**config.mk**
```make
export PLATFORM = sky130hd
export DESIGN_NAME = blk_svc_flags
export DESIGN_NICKNAME = d
export VERILOG_FILES = /design/src/rtl/blk_svc_pkg.sv /design/src/rtl/blk_svc_fifo.sv /design/src/rtl/blk_svc_track.sv /design/src/rtl/blk_svc_flags.sv
export SDC_FILE = /design/constraint.sdc
export NUM_CORES = 1
export LEC_CHECK = 0
export BUFFER_PORTS_ARGS = -buffer_cell sky130_fd_sc_hd__buf_2
export CAP_MARGIN = 5
export CELL_PAD_IN_SITES_DETAIL_PLACEMENT = 1
export CELL_PAD_IN_SITES_GLOBAL_PLACEMENT = 2
export CORE_MARGIN = 2
export CORE_UTILIZATION = 30
export DETAILED_ROUTE_END_ITERATION = 10
export MAX_ROUTING_LAYER = met4
export PLACE_DENSITY = 0.66
export SYNTH_ARGS = -nofsm -noshare
export SYNTH_HDL_FRONTEND = slang
export SYNTH_SLANG_ARGS = --single-unit
```
**constraint.sdc**
```tcl
create_clock -name clk -period 4.5 [get_ports clk]
set_input_delay 0.45 -clock clk [delete_from_list [all_inputs] [get_ports clk]]
set_output_delay 0.45 -clock clk [all_outputs]
set_load 0.02 [all_outputs]
```
**src/rtl/blk_svc_pkg.sv**
```systemverilog
package blk_svc_pkg;
    localparam int BLK_WORDS = 4;
    localparam int CNT_W     = 16;
    localparam int STAT_W    = 16;
    localparam int PEND_W    = $clog2(BLK_WORDS + 1);

    localparam int B_OUT_NE   = 4;
    localparam int B_IN_NE    = 5;
    localparam int B_OUT_FULL = 6;
    localparam int B_IN_FULL  = 7;
    localparam int B_OUT_SVC  = 8;
    localparam int B_IN_SVC   = 9;
    localparam int B_OUT_DONE = 10;
    localparam int B_IN_DONE  = 11;
    localparam int B_OUT_BLK  = 12;
    localparam int B_IN_BLK   = 13;

    localparam int E_OVERRUN  = 5;
    localparam int E_UNDERRUN = 4;

    typedef enum logic [1:0] {
        XFER_FIFO  = 2'd0,
        XFER_BLOCK = 2'd1,
        XFER_RSV2  = 2'd2,
        XFER_RSV3  = 2'd3
    } xfer_mode_e;

    typedef struct packed {
        logic svc;
        logic owed;
        logic done;
    } dir_flags_t;

    function automatic logic [CNT_W-1:0] blk_need(input logic [CNT_W-1:0] left);
        return (left > CNT_W'(BLK_WORDS)) ? CNT_W'(BLK_WORDS) : left;
    endfunction
endpackage

```
**src/rtl/blk_svc_fifo.sv**
```systemverilog
module blk_svc_fifo #(
    parameter int W     = 8,
    parameter int DEPTH = 8,
    localparam int AW   = (DEPTH > 1) ? $clog2(DEPTH) : 1,
    localparam int CW   = $clog2(DEPTH + 1)
) (
    input  logic          clk,
    input  logic          rst,
    input  logic          flush,
    input  logic          push,
    input  logic [W-1:0]  wdata,
    input  logic          pop,
    output logic [W-1:0]  rdata,
    output logic          full,
    output logic          empty,
    output logic [CW-1:0] level
);
    logic [W-1:0]  mem [DEPTH];
    logic [AW-1:0] wp, rp;
    logic          do_push, do_pop;

    function automatic logic [AW-1:0] wrap_inc(input logic [AW-1:0] p);
        return (p == AW'(DEPTH - 1)) ? '0 : p + 1'b1;
    endfunction

    assign full    = (level == CW'(DEPTH));
    assign empty   = (level == '0);
    assign do_push = push && !full && !flush;
    assign do_pop  = pop && !empty && !flush;
    assign rdata   = mem[rp];

    always_ff @(posedge clk) begin
        if (do_push) mem[wp] <= wdata;
    end

    always_ff @(posedge clk) begin
        if (rst || flush) begin
            wp    <= '0;
            rp    <= '0;
            level <= '0;
        end else begin
            if (do_push) wp <= wrap_inc(wp);
            if (do_pop)  rp <= wrap_inc(rp);
            case ({do_push, do_pop})
                2'b10:   level <= level + 1'b1;
                2'b01:   level <= level - 1'b1;
                default: level <= level;
            endcase
        end
    end
endmodule

```
**src/rtl/blk_svc_track.sv**
```systemverilog
module blk_svc_track
    import blk_svc_pkg::*;
#(
    parameter int AVW = 4
) (
    input  logic             clk,
    input  logic             rst,
    input  logic             load,
    input  logic [CNT_W-1:0] load_val,
    input  logic             blk_en,
    input  logic [AVW-1:0]   avail,
    input  logic             consume,
    input  logic             ack,
    output dir_flags_t       flags
);
    logic [CNT_W-1:0]  left, need;
    logic [PEND_W-1:0] owed, owed_nx;
    logic              svc, done, raise;

    assign need  = blk_need(left);
    assign raise = blk_en && !svc && (left != '0) && (owed == '0)
                   && (CNT_W'(avail) >= need);

    always_comb begin
        owed_nx = owed;
        if (raise) owed_nx = PEND_W'(need);
        if (consume && owed_nx != '0) owed_nx = owed_nx - 1'b1;
    end

    always_ff @(posedge clk) begin
        if (rst) begin
            left <= '0;
            owed <= '0;
            svc  <= 1'b0;
            done <= 1'b0;
        end else if (load) begin
            left <= load_val;
            owed <= '0;
            svc  <= 1'b0;
            done <= 1'b0;
        end else begin
            if (raise)    svc <= 1'b1;
            else if (ack) svc <= 1'b0;
            owed <= owed_nx;
            if (consume && left != '0) begin
                left <= left - 1'b1;
                if (left == CNT_W'(1)) done <= 1'b1;
            end
        end
    end

    assign flags.svc  = svc;
    assign flags.owed = (owed != '0);
    assign flags.done = done;
endmodule

```
**src/rtl/blk_svc_flags.sv**
```systemverilog
module blk_svc_flags
    import blk_svc_pkg::*;
#(
    parameter int WORD_W     = 8,
    parameter int FIFO_DEPTH = 8
) (
    input  logic              clk,
    input  logic              rst,
    input  logic              xfer_load,
    input  logic [15:0]       out_max_cnt,
    input  logic [15:0]       in_max_cnt,
    input  logic [1:0]        out_mode_sel,
    input  logic [1:0]        in_mode_sel,
    input  logic              op_wr,
    input  logic [15:0]       op_wdata,
    input  logic              sw_wr,
    input  logic [WORD_W-1:0] sw_wdata,
    input  logic              sw_rd,
    output logic [WORD_W-1:0] sw_rdata,
    input  logic              sh_tx_pop,
    output logic [WORD_W-1:0] sh_tx_data,
    input  logic              sh_rx_push,
    input  logic [WORD_W-1:0] sh_rx_data,
    output logic [15:0]       op_status,
    output logic [5:0]        err_flags
);
    localparam int LW = $clog2(FIFO_DEPTH + 1);

    logic          out_full, out_empty, in_full, in_empty;
    logic [LW-1:0] out_lvl, in_lvl, out_free;
    logic          wr_ok, rd_ok, ovr_q, unr_q;
    dir_flags_t    oflg, iflg;
    logic          unused_wbits;

    assign unused_wbits = ^{op_wdata[15:10], op_wdata[7:0]};

    assign wr_ok    = sw_wr && !out_full;
    assign rd_ok    = sw_rd && !in_empty;
    assign out_free = LW'(FIFO_DEPTH) - out_lvl;

    blk_svc_fifo #(.W(WORD_W), .DEPTH(FIFO_DEPTH)) u_out_fifo (
        .clk(clk), .rst(rst), .flush(xfer_load),
        .push(sw_wr), .wdata(sw_wdata),
        .pop(sh_tx_pop), .rdata(sh_tx_data),
        .full(out_full), .empty(out_empty), .level(out_lvl)
    );

    blk_svc_fifo #(.W(WORD_W), .DEPTH(FIFO_DEPTH)) u_in_fifo (
        .clk(clk), .rst(rst), .flush(xfer_load),
        .push(sh_rx_push), .wdata(sh_rx_data),
        .pop(sw_rd), .rdata(sw_rdata),
        .full(in_full), .empty(in_empty), .level(in_lvl)
    );

    blk_svc_track #(.AVW(LW)) u_out_trk (
        .clk(clk), .rst(rst), .load(xfer_load), .load_val(out_max_cnt),
        .blk_en(xfer_mode_e'(out_mode_sel) == XFER_BLOCK),
        .avail(out_free), .consume(wr_ok),
        .ack(op_wr && op_wdata[B_OUT_SVC]), .flags(oflg)
    );

    blk_svc_track #(.AVW(LW)) u_in_trk (
        .clk(clk), .rst(rst), .load(xfer_load), .load_val(in_max_cnt),
        .blk_en(xfer_mode_e'(in_mode_sel) == XFER_BLOCK),
        .avail(in_lvl), .consume(rd_ok),
        .ack(op_wr && op_wdata[B_IN_SVC]), .flags(iflg)
    );

    always_ff @(posedge clk) begin
        if (rst || xfer_load) begin
            ovr_q <= 1'b0;
            unr_q <= 1'b0;
        end else begin
            if (sw_wr && out_full) ovr_q <= 1'b1;
            if (sw_rd && in_empty) unr_q <= 1'b1;
        end
    end

    always_comb begin
        op_status             = '0;
        op_status[B_OUT_NE]   = !out_empty;
        op_status[B_IN_NE]    = !in_empty;
        op_status[B_OUT_FULL] = out_full;
        op_status[B_IN_FULL]  = in_full;
        op_status[B_OUT_SVC]  = oflg.svc;
        op_status[B_IN_SVC]   = iflg.svc;
        op_status[B_OUT_DONE] = oflg.done;
        op_status[B_IN_DONE]  = iflg.done;
        op_status[B_OUT_BLK]  = oflg.owed;
        op_status[B_IN_BLK]   = iflg.owed;
        err_flags             = '0;
        err_flags[E_OVERRUN]  = ovr_q;
        err_flags[E_UNDERRUN] = unr_q;
    end
endmodule

```
==> metrics.cfg <==
[clock_network]
cts_buffer_depth = 2
h-tree-depth = 4
cts_resized = 0
post-cts-setup-buffers = 0
clock_sinks = 198
ctsHoldBuffers = 0
clock_latency_ps = 440
cts_tree = done
cts-root-buf = clkbuf_16
clk_pin_slew_ps = 80
numCtsBuffers = 17

[timing]
slew_violations = 0
grt_setup_unrepaired = false
final-setup-viol-count = 0
fmax_ghz = 0.255
hold_viol = 0
tns_ps = 0
finClkSkew_ps = 17.5
worstMarginPinSlew_ps = 969
relSlewSlack_pct = 35.2
min_period_ps = 3920
period_share_pct = 87.1

[layout]
syn2layout_area_growth_pct = 15.6
nets = 889
fin_util_pct = 35.3
drive_gt1_share_pct = 25.5

[place]
hpwl_um = 14200
io_buffers = 89
gp_congestion = 0.708

[floorplan]
core_area_mm2 = 0.0298
pin_count = 114
start_util_pct = 30.5
die-area_mm2 = 0.0318
die_y_um = 178
rows = 63
dieWidth_um = 178

[critical_path]
arrival_ps = 4280
cp-end-kind = flop
critPathKind = flop to flop
worstPathMaxFanout = 5
rr_worst_depth = 14
worstPathRequired_ps = 4860
cp-start-kind = flop

[detailed_routing]
vias = 5751
drt-initial-drc-count = 295
drc = 0
routedWlPerCell_um = 17.5
antenna_left = 0
detail_route.first_pass.iterations = 5
viasPerCell = 4.87
drt_wl_total_um = 20700

[yosys]
synth_top_cell_area_share_pct = 42.2
seq_area_frac_synth_pct = 57.6
avgSynthCellArea_um2 = 13.0
synth_flop_cell = edfxtp_1
syn_area_mm2 = 0.00910
yosys_warnings = 0
ys_ff_latch = 198
synthCells = 698
netlist-cell-type-count = 70
async_flop_share_pct = 0
synth_edf_count = 128
yosys-top-cells-area = edfxtp_1 42%, dfxtp_1 15%, mux4_2 7.9%
synth.largest_area_cell = edfxtp_1

[global_routing]
grt_start_max_net_pins = 54
grt_use_total_pct = 14.0
overflow = 0
grt_pass1_vias = 6042
grt_pass1_wl_um = 33100
grt_antenna_before_repair = 1

[run_status]
status = completed

[min_path]
holdPathStages = 3
hold_path.class = primary input to flop

[power_and_ir_drop]
ir_worst_vdd_mv = 0.211
power_mw = 3.89
power.leakage_nw = 3.67
powerDensity_mw_per_mm2 = 370

[run]
max-cap-violations = 0

## cell usage after synthesis, drive strengths merged, types with 3 or more instances
master	instances
a2111oi	3
a211oi	24
a21o	6
a21oi	31
a41oi	5
and4	3
buf	26
clkbuf	23
dfxtp	70
edfxtp	128
ha	33
inv	22
mux2	17
mux2i	4
mux4	32
nand2	25
nand2b	10
nand3	8
nand3b	3
nor2	71
nor3	31
nor4	19
nor4b	4
o21a	4
o21ai	10
or2	5
or3	9
or4	8
xnor2	24
xor2	7
## worst paths after layout
kind	startpoint	to	slack [ps]
hold / removal	in_max_cnt[7]	u_in_trk.left[7]$_SDFFE_PP0P_	270
setup reg to reg	u_in_trk.left[12]$_SDFFE_PP0P_	u_in_trk.owed[2]$_SDFF_PP0_	580
setup / recovery	u_in_trk.left[12]$_SDFFE_PP0P_	u_in_trk.owed[2]$_SDFF_PP0_	580
hold reg to reg	unr_q$_SDFFE_PP0P_	unr_q$_SDFFE_PP0P_	470
## power breakdown
group | switching (mW) | total, mW | internal [mW]
sequential | 0.0344 | 2.00 | 1.96
combinational | 0.190 | 0.314 | 0.124
clock | 0.807 | 1.58 | 0.770
total | 1.03 | 3.89 | 2.86
## kinds of logic after synthesis
logic type	share of synthesized area [%]
fa+ha+maj	4.98
flops	57.6
simple gates	12.3
mux	10.5
xor+xnor	2.98
other cells	0.0825
buf+inv	3.82
compound gates	7.68
## per-layer routing
metal  vias up  routed length, µm  part of all wire [%]  track usage, %
met5         -                  0                     0               -
met4         0                116                  0.56            2.64
met3        10                614                   3.0            2.81
met2        91               9980                    48            22.5
met1      2865               9940                    48            18.4
li1       2785                  -                     -               -
## final cells by class
type                    count  area [µm²]
clock buffers              18         429
diodes                      1        2.50
multi-input cells         438        3570
flip-flops and latches    198        5250
inverters                  23        86.3
well taps                 390         488
fillers                  3224       19300
clock inverters            14         180
repair buffers            100         528
## critical path, stage by stage (launching register included)
cell and delay [ps]:
dfxtp_1 360, or4_1 640, nor3_1 450, and3_1 250, ha_1 220, nand2b_1 140
a2111oi_0 410, buf_4 200, nor3_1 60, a41oi_1 340, ha_1 210, ha_1 160
nor2_1 90, a21o_1 200, a21oi_1 120
## metrics by stage
| step | hold slack (ps) | instances | worst slack [ps] | instance area (µm²) |
|---|---|---|---|---|
| 5_1_grt | 259 | 1182 | 279 | 10500 |
| 2_1_floorplan | 438 | 708 | 936 | 9140 |
| 6_report | 267 | 1182 | 582 | 10500 |
| 4_1_cts | 247 | 1181 | 544 | 10500 |
| 3_3_place_gp | 455 | 1149 | 690 | 9910 |
| 3_5_place_dp | 459 | 1149 | 596 | 9910 |
## placed cells by master, fill, tap and decap left out, types with 9 or more instances in the layout
cell type / netlist / routed
edfxtp_1: 128 / 128
buf_2: 2 / 89
nor2_1: 71 / 71
dfxtp_1: 70 / 70
ha_1: 33 / 33
mux4_2: 32 / 32
a21oi_1: 30 / 30
nand2_1: 25 / 25
nor3_1: 29 / 25
xnor2_1: 24 / 24
a211oi_1: 23 / 23
inv_1: 21 / 21
clkbuf_16: 0 / 17
mux2_2: 16 / 16
nor4_1: 15 / 15
conb_1: 2 / 12
buf_4: 18 / 11
o21ai_0: 10 / 10
nand2b_1: 10 / 10
or3_1: 9 / 9
## registers in the layout (all words and copies together) (netlist names), 4 cells and up, named ones only
register	count
u_in_fifo.mem	64
u_out_fifo.mem	64
u_in_trk.left	16
u_out_trk.left	16
u_in_fifo.level	4
u_out_fifo.level	4
Note: power is estimated with default switching activity, not from simulation.
